**config.mk**
```make
export PLATFORM = sky130hd
export DESIGN_NAME = rbf_banked_regfile
export DESIGN_NICKNAME = d
export VERILOG_FILES = /design/src/rtl/rbf_pkg.sv /design/src/rtl/rbf_locate.sv /design/src/rtl/rbf_gpr_store.sv /design/src/rtl/rbf_status.sv /design/src/rtl/rbf_banked_regfile.sv
export SDC_FILE = /design/constraint.sdc
export NUM_CORES = 2
export LEC_CHECK = 0
export BUFFER_PORTS_ARGS = -buffer_cell sky130_fd_sc_hd__clkbuf_2
export CAP_MARGIN = 20
export CORE_ASPECT_RATIO = 1.1
export CORE_MARGIN = 4
export CORE_UTILIZATION = 40
export CTS_CLUSTER_DIAMETER = 40
export DETAILED_ROUTE_END_ITERATION = 8
export GPL_ROUTABILITY_DRIVEN = 0
export HOLD_SLACK_MARGIN = 0.06
export SYNTH_ARGS = -nofsm -noshare
export SYNTH_HDL_FRONTEND = slang
export SYNTH_SLANG_ARGS = --single-unit
```
**constraint.sdc**
```tcl
create_clock -name clk -period 9.23 [get_ports clk]
set_input_delay 1.846 -clock clk [delete_from_list [all_inputs] [get_ports clk]]
set_output_delay 1.846 -clock clk [all_outputs]
set_load 0.05 [all_outputs]
```
**src/rtl/rbf_pkg.sv**
```systemverilog
package rbf_pkg;

   localparam int unsigned MODE_W      = 5;
   localparam int unsigned IDX_W       = 4;
   localparam int unsigned NSAVED      = 5;
   // physical slot layout: r0..r7 at 0..7, user r8..r12 at 8..12,
   // fast-interrupt r8..r12 at 13..17, six r13/r14 pairs from 18, r15 last
   localparam int unsigned SLOT_FIQ_LO = 13;
   localparam int unsigned SLOT_HI     = 18;
   localparam int unsigned SLOT_PC     = 30;
   localparam int unsigned NSLOT       = 31;
   localparam int unsigned SLOT_W      = $clog2(NSLOT);

   typedef enum logic [2:0] {
      BK_USR = 3'd0,
      BK_FIQ = 3'd1,
      BK_IRQ = 3'd2,
      BK_SVC = 3'd3,
      BK_ABT = 3'd4,
      BK_UND = 3'd5,
      BK_SYS = 3'd6,
      BK_DUM = 3'd7
   } bank_e;

   typedef struct packed {
      logic [SLOT_W-1:0] slot;
      logic              zero;
   } loc_t;

   function automatic bank_e mode_to_bank(input logic [MODE_W-1:0] m);
      if (m[3:2] == 2'b00) return bank_e'({1'b0, m[1:0]});
      case (m)
         5'd23:   return BK_ABT;
         5'd27:   return BK_UND;
         5'd31:   return BK_SYS;
         default: return BK_DUM;
      endcase
   endfunction

   function automatic logic has_saved(input bank_e b);
      return (b == BK_FIQ) || (b == BK_IRQ) || (b == BK_SVC) ||
             (b == BK_ABT) || (b == BK_UND);
   endfunction

   function automatic loc_t locate(input bank_e b, input logic [IDX_W-1:0] idx);
      loc_t        l;
      int unsigned pair;
      l.zero = 1'b0;
      l.slot = '0;
      pair   = (b == BK_SYS) ? 0 : 32'(b);
      if (idx < 4'd8)
         l.slot = SLOT_W'(idx);
      else if (idx == 4'd15)
         l.slot = SLOT_W'(SLOT_PC);
      else if (b == BK_DUM)
         l.zero = 1'b1;
      else if (idx <= 4'd12)
         l.slot = (b == BK_FIQ) ? SLOT_W'(SLOT_FIQ_LO + 32'(idx) - 8) : SLOT_W'(idx);
      else
         l.slot = SLOT_W'(SLOT_HI + 2 * pair + 32'(idx) - 13);
      return l;
   endfunction

endpackage

```
**src/rtl/rbf_locate.sv**
```systemverilog
module rbf_locate
   import rbf_pkg::*;
(
   input  logic [MODE_W-1:0] mode,
   input  logic [IDX_W-1:0]  idx,
   output logic [SLOT_W-1:0] slot,
   output logic              zero
);
   loc_t l;

   always_comb begin
      l    = locate(mode_to_bank(mode), idx);
      slot = l.slot;
      zero = l.zero;
   end
endmodule

```
**src/rtl/rbf_gpr_store.sv**
```systemverilog
module rbf_gpr_store #(
   parameter int unsigned DATA_W = 32,
   parameter int unsigned NSLOT  = 31,
   parameter int unsigned SLOT_W = 5,
   parameter int unsigned NUM_RD = 2
) (
   input  logic                           clk,
   input  logic                           rst_n,
   input  logic                           we,
   input  logic [SLOT_W-1:0]              wslot,
   input  logic [DATA_W-1:0]              wdata,
   input  logic [NUM_RD-1:0][SLOT_W-1:0]  rslot,
   input  logic [NUM_RD-1:0]              rzero,
   output logic [NUM_RD-1:0][DATA_W-1:0]  rdata
);
   logic [DATA_W-1:0] mem_q [NSLOT];

   always_ff @(posedge clk or negedge rst_n) begin
      if (!rst_n) begin
         for (int s = 0; s < int'(NSLOT); s++) mem_q[s] <= '0;
      end else if (we) begin
         mem_q[wslot] <= wdata;
      end
   end

   for (genvar g = 0; g < NUM_RD; g++) begin : g_rd
      assign rdata[g] = rzero[g] ? '0 : mem_q[rslot[g]];
   end

   // an accepted write is held by its slot on the next cycle
   assert_write_lands_R5: assert property (@(posedge clk) disable iff (!rst_n)
      we |=> mem_q[$past(wslot)] == $past(wdata));
endmodule

```
**src/rtl/rbf_status.sv**
```systemverilog
module rbf_status
   import rbf_pkg::*;
#(
   parameter int unsigned       DATA_W     = 32,
   parameter logic [MODE_W-1:0] RESET_MODE = 5'h13
) (
   input  logic                  clk,
   input  logic                  rst_n,
   input  logic                  st_we,
   input  logic                  st_saved,
   input  logic [DATA_W/8-1:0]   st_mask,
   input  logic [DATA_W-1:0]     st_wdata,
   input  logic [MODE_W-1:0]     sr_mode,
   output logic [DATA_W-1:0]     sr_rdata,
   output logic [DATA_W-1:0]     cpsr_q
);
   localparam int unsigned NBYTE = DATA_W / 8;

   function automatic logic [DATA_W-1:0] merge(input logic [DATA_W-1:0] old_v,
                                               input logic [DATA_W-1:0] new_v,
                                               input logic [NBYTE-1:0]  en);
      logic [DATA_W-1:0] r;
      r = old_v;
      for (int k = 0; k < int'(NBYTE); k++)
         if (en[k]) r[k*8 +: 8] = new_v[k*8 +: 8];
      return r;
   endfunction

   bank_e                          cur_bank;
   bank_e                          sr_bank;
   logic [NBYTE-1:0]               cmask;
   logic [NSAVED-1:0][DATA_W-1:0]  saved_all;

   assign cur_bank = mode_to_bank(cpsr_q[MODE_W-1:0]);
   assign sr_bank  = mode_to_bank(sr_mode);
   assign cmask    = (cur_bank == BK_USR) ? {st_mask[NBYTE-1], {(NBYTE-1){1'b0}}} : st_mask;

   always_ff @(posedge clk or negedge rst_n) begin
      if (!rst_n)                  cpsr_q <= DATA_W'(RESET_MODE);
      else if (st_we && !st_saved) cpsr_q <= merge(cpsr_q, st_wdata, cmask);
   end

   for (genvar g = 0; g < NSAVED; g++) begin : g_saved
      localparam bank_e OWNER = bank_e'(3'(g + 1));
      logic [DATA_W-1:0] sv_q;
      always_ff @(posedge clk or negedge rst_n) begin
         if (!rst_n)                                     sv_q <= '0;
         else if (st_we && st_saved && cur_bank == OWNER) sv_q <= merge(sv_q, st_wdata, st_mask);
      end
      assign saved_all[g] = sv_q;
   end

   assign sr_rdata = has_saved(sr_bank) ? saved_all[3'(sr_bank) - 3'd1] : cpsr_q;

   // in a user mode only the flag byte of the status word may move
   assert_user_flags_only_R8: assert property (@(posedge clk) disable iff (!rst_n)
      (st_we && !st_saved && cur_bank == BK_USR)
      |=> cpsr_q[DATA_W-9:0] == $past(cpsr_q[DATA_W-9:0]));

   // saved write from a bank without a saved word leaves all saved words
   assert_saved_ignored_R9: assert property (@(posedge clk) disable iff (!rst_n)
      (st_we && st_saved && !has_saved(cur_bank)) |=> $stable(saved_all));

   // a privileged control-byte write sets the mode on the next cycle
   assert_mode_switch_R6: assert property (@(posedge clk) disable iff (!rst_n)
      (st_we && !st_saved && cur_bank != BK_USR && st_mask[0])
      |=> cpsr_q[MODE_W-1:0] == $past(st_wdata[MODE_W-1:0]));
endmodule

```
**src/rtl/rbf_banked_regfile.sv**
```systemverilog
module rbf_banked_regfile
   import rbf_pkg::*;
#(
   parameter int unsigned       DATA_W     = 32,
   parameter int unsigned       NUM_RD     = 2,
   parameter logic [4:0]        RESET_MODE = 5'h13
) (
   input  logic                           clk,
   input  logic                           rst_n,
   input  logic [NUM_RD-1:0][4:0]         rd_mode,
   input  logic [NUM_RD-1:0][3:0]         rd_idx,
   output logic [NUM_RD-1:0][DATA_W-1:0]  rd_data,
   input  logic                           wr_en,
   input  logic [4:0]                     wr_mode,
   input  logic [3:0]                     wr_idx,
   input  logic [DATA_W-1:0]              wr_data,
   input  logic                           st_we,
   input  logic                           st_saved,
   input  logic [DATA_W/8-1:0]            st_mask,
   input  logic [DATA_W-1:0]              st_wdata,
   input  logic [4:0]                     sr_mode,
   output logic [DATA_W-1:0]              sr_rdata,
   output logic [DATA_W-1:0]              status_word,
   output logic [4:0]                     cur_mode
);
   if (DATA_W != 32) begin : g_bad_width
      $error("rbf_banked_regfile: DATA_W must be 32 for the status byte layout");
   end
   if (NUM_RD < 1) begin : g_bad_ports
      $error("rbf_banked_regfile: NUM_RD must be at least 1");
   end
   if (mode_to_bank(RESET_MODE) == BK_DUM) begin : g_bad_reset
      $error("rbf_banked_regfile: RESET_MODE must map to a real bank");
   end

   logic [NUM_RD-1:0][SLOT_W-1:0] rd_slot;
   logic [NUM_RD-1:0]             rd_zero;
   logic [SLOT_W-1:0]             w_slot;
   logic                          w_zero;
   logic [DATA_W-1:0]             cpsr;

   for (genvar g = 0; g < NUM_RD; g++) begin : g_rloc
      rbf_locate i_loc (
         .mode (rd_mode[g]),
         .idx  (rd_idx[g]),
         .slot (rd_slot[g]),
         .zero (rd_zero[g])
      );

      // any dummy-bank read of r8..r14 returns zero
      assert_dummy_reads_zero_R4: assert property (@(posedge clk) disable iff (!rst_n)
         (mode_to_bank(rd_mode[g]) == BK_DUM && rd_idx[g] >= 4'd8 && rd_idx[g] <= 4'd14)
         |-> rd_data[g] == '0);
   end

   rbf_locate i_wloc (
      .mode (wr_mode),
      .idx  (wr_idx),
      .slot (w_slot),
      .zero (w_zero)
   );

   rbf_gpr_store #(
      .DATA_W (DATA_W),
      .NSLOT  (NSLOT),
      .SLOT_W (SLOT_W),
      .NUM_RD (NUM_RD)
   ) i_store (
      .clk   (clk),
      .rst_n (rst_n),
      .we    (wr_en && !w_zero),
      .wslot (w_slot),
      .wdata (wr_data),
      .rslot (rd_slot),
      .rzero (rd_zero),
      .rdata (rd_data)
   );

   rbf_status #(
      .DATA_W     (DATA_W),
      .RESET_MODE (RESET_MODE)
   ) i_status (
      .clk      (clk),
      .rst_n    (rst_n),
      .st_we    (st_we),
      .st_saved (st_saved),
      .st_mask  (st_mask),
      .st_wdata (st_wdata),
      .sr_mode  (sr_mode),
      .sr_rdata (sr_rdata),
      .cpsr_q   (cpsr)
   );

   assign status_word = cpsr;
   assign cur_mode    = cpsr[4:0];
endmodule

```
## Yosys cells after proc, flatten, opt, wreduce, memory -nomap -nowiden

Cells that the tools add are included.
W data, S select, Z words.

| operators by class | value |
|---|---|
| $add $sub $neg | 16 |
| $mul | 0 |
| div/mod/pow operators | 0 |
| $lt $le $gt $ge | 11 |
| eq/ne operators | 37 |
| shifts and indexed selects | 0 |
| multiplexer cells | 62 |
| bitwise gates (word level) | 3 |
| reduce and logical (&&, ||, !) cells | 45 |

Operator list:

| kind | number |
|---|---|
| $bwmux W992 | 1 |
| $bmux W32 S5 | 2 |
| $mux W32 | 9 |
| $demux W32 S5 | 1 |
| $bmux W32 S3 | 1 |
| $eq A5 B5 Y1 const B | 15 |
| $mux W5 | 15 |
| $reduce_and A2 Y1 | 24 |
| $mux W3 | 14 |
| $eq A3 B3 Y1 const B | 10 |
| $pmux W2 S3 | 5 |
| $sub A5 B4 Y5 const B | 6 |
| $ge A6 B6 Y1 const B | 3 |
| $not A5 Y6 | 3 |
| $add A4 B4 Y5 const A | 3 |
| $add A5 B4 Y5 | 3 |
| $add A5 B5 Y5 const A | 3 |
| $eq A3 B1 Y1 const B | 5 |
| $mux W1 | 14 |
| $eq A3 B2 Y1 const B | 4 |
| $eq A4 B4 Y1 const B | 3 |
| $le A4 B4 Y1 const B | 3 |
| $lt A4 B4 Y1 const B | 3 |
| $logic_not A2 Y1 | 5 |
| other kinds (7) | 19 |

| word-level totals | value |
|---|---|
| register bits after elaboration | 1184 |
| latch bits | 0 |
| RAM bits | 0 |
| memory bits (read-only) | 0 |
| bits of input ports | 105 |
| output and inout bits | 133 |
| memories kept | 0 |

## Depth between registers and ports, before layout

| logic depth | value |
|---|---|
| word-level depth | 18 |
| mapped depth | 18 |
| gate-level depth less buffers | 15 |

## By module

A second synthesis with hierarchy kept.

| second synthesis, totals | value |
|---|---|
| cells, all modules | 4590 |
| area, all modules | 63841.2 um^2 |

Modules (own cells, without submodules):

| module | instances | cells each | area each (um^2) | seq. area each (um^2) |
|---|---|---|---|---|
| rbf_gpr_store | 1 | 3765 | 53877.9 | 24823.8 |
| rbf_status | 1 | 630 | 8572.0 | 4808.4 |
| rbf_locate | 3 | 63 | 446.7 | 0.0 |
| rbf_banked_regfile | 1 | 6 | 51.3 | 0.0 |

## Worst setup path after synthesis

Ideal clock, no wire load.

| timing | value |
|---|---|
| kind | input port to output port |
| start point | in rd_mode[8] (netlist bit) |
| end point | out rd_data[62] (netlist bit) |
| arrival | 5.984 ns |
| data required time | 7.384 ns |
| slack | 1.400 ns |
| stages | 18 |
| cells stage by stage | or2_1 buf_2 a2bb2oi_1 ha_1 ha_1 inv_1 fa_1 xnor2_1 o22ai_1 o21ai_1 and2_0 buf_2 and3_1 clkbuf_1 buf_2 o211ai_1 nand3_1 nor4_1 |

RTL lines:

| item | line | text |
|---|---|---|
| from (decl) | rbf_banked_regfile.sv:10 | `input logic [NUM_RD-1:0][4:0] rd_mode,` |
| to (decl) | rbf_banked_regfile.sv:12 | `output logic [NUM_RD-1:0][DATA_W-1:0] rd_data,` |

==> results.txt <==
----------------------------------------------------
[Die]
  Die Height ... around 430 um
  Placeable core region ... 163000 um2
  Top Ports ... about 240
  DIE AREA ... between 150000 and 200000 um2
  X dimension of the die ... 394 um
  Floorplan row count ... 155
  Initial standard-cell utilization of the core ... about two fifths

[STA]
  Final Max Tran Viols ... 0
  Timing-limited maximum frequency ... 0.116 GHz
  Period utilization ... between 90% and 100%
  Period minus WS final ... ~8.6 ns
  Total count of hold-check failures in the final report ... 0
  Final number of setup-violating endpoints ... 0
  Clock tree skew after final layout ... between 0.07 and 0.08 ns
  Relative max-transition margin ... 21.0%
  Total negative setup slack ... 0 ns
  Tightest hold margin ... 0.496 ns
  Tightest Pin Transition ... 1.18 ns
  Unrepaired setup endpoints after global routing ... no

[Clocking]
  Hold buffer count at cts ... 0
  Clock net sink count ... 1184
  TritonCTS clock tree ... done
  Buffers inserted by post-CTS timing repair ... 0
  CTS Buf Count ... approximately 180
  Clk pin slew, worst setup/hold paths ... around 0.05 ns
  Worst-skew pair later-pin latency ... 0.84 ns
  Bufs on Longest Clock Path ... 3
  CTS Root Cell ... clkbuf_16
  Level count of the clock H-tree ... 4
  Number of gates given a new drive strength after cts ... 0

[Routing]
  Final routed wirelength across all metal layers ... ~230000 um
  Final ANT Viol Nets ... 0
  Pre-Repair DR Iteration Count ... 9
  Avg WL per Cell ... 25.8 um
  Average via count per standard cell ... approximately 6.1
  Initial DRC count ... about 5600
  Detailed-route via count ... between 50000 and 60000
  Drc violations ... 0

[GRT]
  Maximum number of pins on one net before global-route repair ... 192
  GR Layer Usage met2 ... between 40% and 50%
  Via count of the first global-routing pass ... roughly 54000
  Met3 routing resource usage after global routing ... under 10%
  Fraction of met1 tracks used by global routing ... between 30% and 40%
  Number of antenna violations at the first check in global routing ... 10
  Wire length of the first global-routing pass ... 349000 um
  Highest-utilization routing layer at the global route stage ... met2
  Global-route total usage across every layer ... about a quarter
  Overflow left after global routing ... 0

[Job]
  Max-cap viol count ... 0

[Final layout]
  Most frequent standard cell in the layout excluding fill and tap cells ... nand2_1
  Proportion of layout cells with a drive suffix above 1 ... slightly below 30%
  Synth-to-Final Area Change ... 14.8%
  Fill cell instance count of the final layout ... around 15000
  Total number of nets in the final design ... 6838
  Final Cell Area ... 75100 um2
  Final core utilization ... between 40% and 50%
  Most frequent cells in the layout ... nand2_1 (1657), dfrtp_1 (1181), mux2_2 (1157), nand3_1 (749), clkbuf_2 (236)

[Worst setup path]
  Crit Path Class ... input port to primary output
  Data required, critical path ... approximately 7.4 ns
  R2r setup slk ... 6.52 ns
  Startpoint of the worst setup timing path ... rd_mode[3]
  Launch point of the worst reg-to-reg path ... i_status.cpsr_q[0]$_DFFE_PN1P_
  Worst path cell trace ... clkbuf_2 -> or2_0 -> nor2_1 -> a21oi_1 -> ha_1 -> ha_1 -> inv_1 -> fa_1 -> xnor2_1 -> nor2_1 -> o31ai_1 -> nand2_1 -> nand4_1 -> buf_4 -> buf_4 -> a31oi_1 -> a2111oi_2 -> nand4_1 -> clkbuf_2
  Destination of the critical timing path ... rd_data[11]
  Nature of the critical path startpoint ... input port
  WP data arrival ... 6.74 ns
  Element type at the critical path end ... primary output
  Cell count of the worst reg-to-reg path ... 5
  Worst flop-to-flop path endpoint ... i_status.g_saved[3].sv_q[26]$_DFFE_PN0P_
  Crit-path slowest cell ... nand4_1
  Crit-path max FO ... 14
  Critical path's largest stage delay ... ~0.52 ns

[Hold path]
  Tightest Hold Check Type ... register to register
  Number of cells traversed by the worst hold path ... 1

[Pwr]
  Net Sw Power ... 0.00609 W
  Switch share ... 33.0%
  Sequential share of power ... a little under two fifths
  Leakage power summed over all cells ... around 34 nW
  Power density normalized to cell area ... 246 nW/um2
  Internal power component ... approximately 0.012 W
  Total Power Consumption ... about 0.018 W
  Combinational cell fraction of total power ... 22.3%
  Worst supply voltage drop on vdd ... between 0.0002 and 0.0003 V
  Clock share of power ... approximately two fifths

[Yosys]
  Async S/R FF share, synth ... 100%
  Sequential cell area fraction in the yosys report ... a little under half
  Number of warnings reported in the yosys synthesis log ... 0
  Unique masters post-synth ... 85
  Synth Register Bits ... around 1200
  Gate count after technology mapping ... around 6700
  Post-Syn Area per Cell ... around 9.7 um2
  Area of the mapped netlist ... 65400 um2
  Number of enable-type register cells in the synthesized netlist ... 0
  Most used flip-flop cell after synthesis ... dfrtp_1
  Nets in the synthesized netlist ... about 6900

[Place]
  Buffers on Ports ... approximately 240
  Placed cell areas ... between 60000 and 70000 um2
  HPWL after detailed placement ... between 100000 and 150000 um

[Outcome]
  Status ... complete, no violations

----------------------------------------------------
==> cell families (layout without fill, tap and decap cells) <==
family	Yosys count	after routing	synth area share (%)
adders and majority gates	32	32	0.646
and+or+nand+nor	2878	2878	19.3
AOI/OAI and AO/OA	644	644	7.21
DFF	1184	1184	45.3
buffers and inverters	636	758	4.36
xor gates and xnor gates	7	7	0.0937
other	0	4	0
muxes	1355	1355	23.1
==> worst min-delay path by stage <==
stage,start,to,slack (ns)
after floorplan,i_store.mem_q[481]$_DFFE_PN0P_,i_store.mem_q[481]$_DFFE_PN0P_,0.47
after global placement,i_status.g_saved[4].sv_q[2]$_DFFE_PN0P_,i_status.g_saved[4].sv_q[2]$_DFFE_PN0P_,0.48
after detailed placement,i_status.g_saved[4].sv_q[6]$_DFFE_PN0P_,i_status.g_saved[4].sv_q[6]$_DFFE_PN0P_,0.49
after CTS,i_status.g_saved[4].sv_q[6]$_DFFE_PN0P_,i_status.g_saved[4].sv_q[6]$_DFFE_PN0P_,0.50
after global routing,i_status.g_saved[4].sv_q[14]$_DFFE_PN0P_,i_status.g_saved[4].sv_q[14]$_DFFE_PN0P_,0.51
final,i_status.g_saved[1].sv_q[29]$_DFFE_PN0P_,i_status.g_saved[1].sv_q[29]$_DFFE_PN0P_,0.50
==> metal layers <==
| metal | vias to the layer above | wire, um | share of wire [%] |
|---|---|---|---|
| met3 | 665 | 19700 | 8.5 |
| met2 | 2812 | 107000 | 46 |
| li1 | 23800 | - | - |
| met1 | 27600 | 92600 | 40 |
| met5 | - | 57 | 0.025 |
| met4 | 8 | 12500 | 5.4 |
==> sequential cells by signal, summed over array words and instances (netlist names) <==
register,count
i_store.mem_q,992
i_status.g_saved.sv_q,160
i_status.cpsr_q,32
==> power groups by stage <==
stage / Clock (W) / Sequential [W] / Combinational, W
floorplan: 0 / 0.00700 / 0.00281
global placement: 0 / 0.00699 / 0.00402
detailed placement: 0 / 0.00703 / 0.00409
CTS: 0.00748 / 0.00695 / 0.00410
global route: 0.00771 / 0.00710 / 0.00444
finish: 0.00737 / 0.00697 / 0.00412
==> Yosys cell counts (5+ instances only) <==
library cell / n / share of area, %
nand3_1: 755 / 5.8
a311o_1: 16 / 0.24
o21ai_1: 5 / 0.038
inv_1: 28 / 0.16
o2111a_1: 17 / 0.29
o21ai_0: 45 / 0.34
a2111oi_1: 5 / 0.076
nor2_1: 112 / 0.64
mux2_1: 59 / 1.0
a22oi_1: 33 / 0.38
dfrtp_1: 1181 / 45
xnor2_1: 6 / 0.080
buf_1: 24 / 0.14
nand4_1: 83 / 0.79
or3_1: 5 / 0.048
nor3b_1: 5 / 0.057
a32oi_1: 14 / 0.19
a221oi_1: 5 / 0.067
o211ai_1: 6 / 0.069
a21oi_1: 117 / 0.89
mux2_2: 1157 / 20
a311oi_1: 21 / 0.28
a31oi_1: 215 / 2.1
nor4_1: 5 / 0.048
nor3_1: 36 / 0.28
and3_1: 167 / 1.6
o22ai_1: 34 / 0.33
a221oi_2: 28 / 0.64
buf_4: 27 / 0.31
buf_6: 7 / 0.12
nand2_1: 1668 / 9.6
mux2i_1: 135 / 2.1
a2111oi_2: 11 / 0.25
buf_2: 248 / 1.9
a32o_1: 32 / 0.49
clkbuf_1: 302 / 1.7
nor2_2: 8 / 0.076
nand3b_1: 6 / 0.069
ha_1: 29 / 0.55
==> worst max-delay path: cells and delay by family <==
family	cells	cell delay, ns
xor gates and xnor gates	1	0.19
adders and majority gates	3	0.88
buffers and inverters	5	1.09
and+or+nand+nor	6	1.80
AOI/OAI and AO/OA	4	0.90
==> layout make-up <==
cell class              count  area, um2  area share (%)
multi-input cells        4916      33300            44.4
flip-flops and latches   1184      29600            39.4
clock buffers             227       4980            6.62
repair buffers            387       2760            3.67
well taps                2119       2650            3.53
clock inverters           116       1680            2.23
inverters                  28        105           0.140
diodes                      4       10.0          0.0133
==> through the flow <==
step | setup WS (ns) | std cells
floorplan | 1.40 | 6736
global placement | 0.774 | 8634
detailed placement | 0.731 | 8634
CTS | 0.706 | 8977
global route | 0.523 | 8979
finish | 0.643 | 8981
Power figures use the tool's default switching activity.
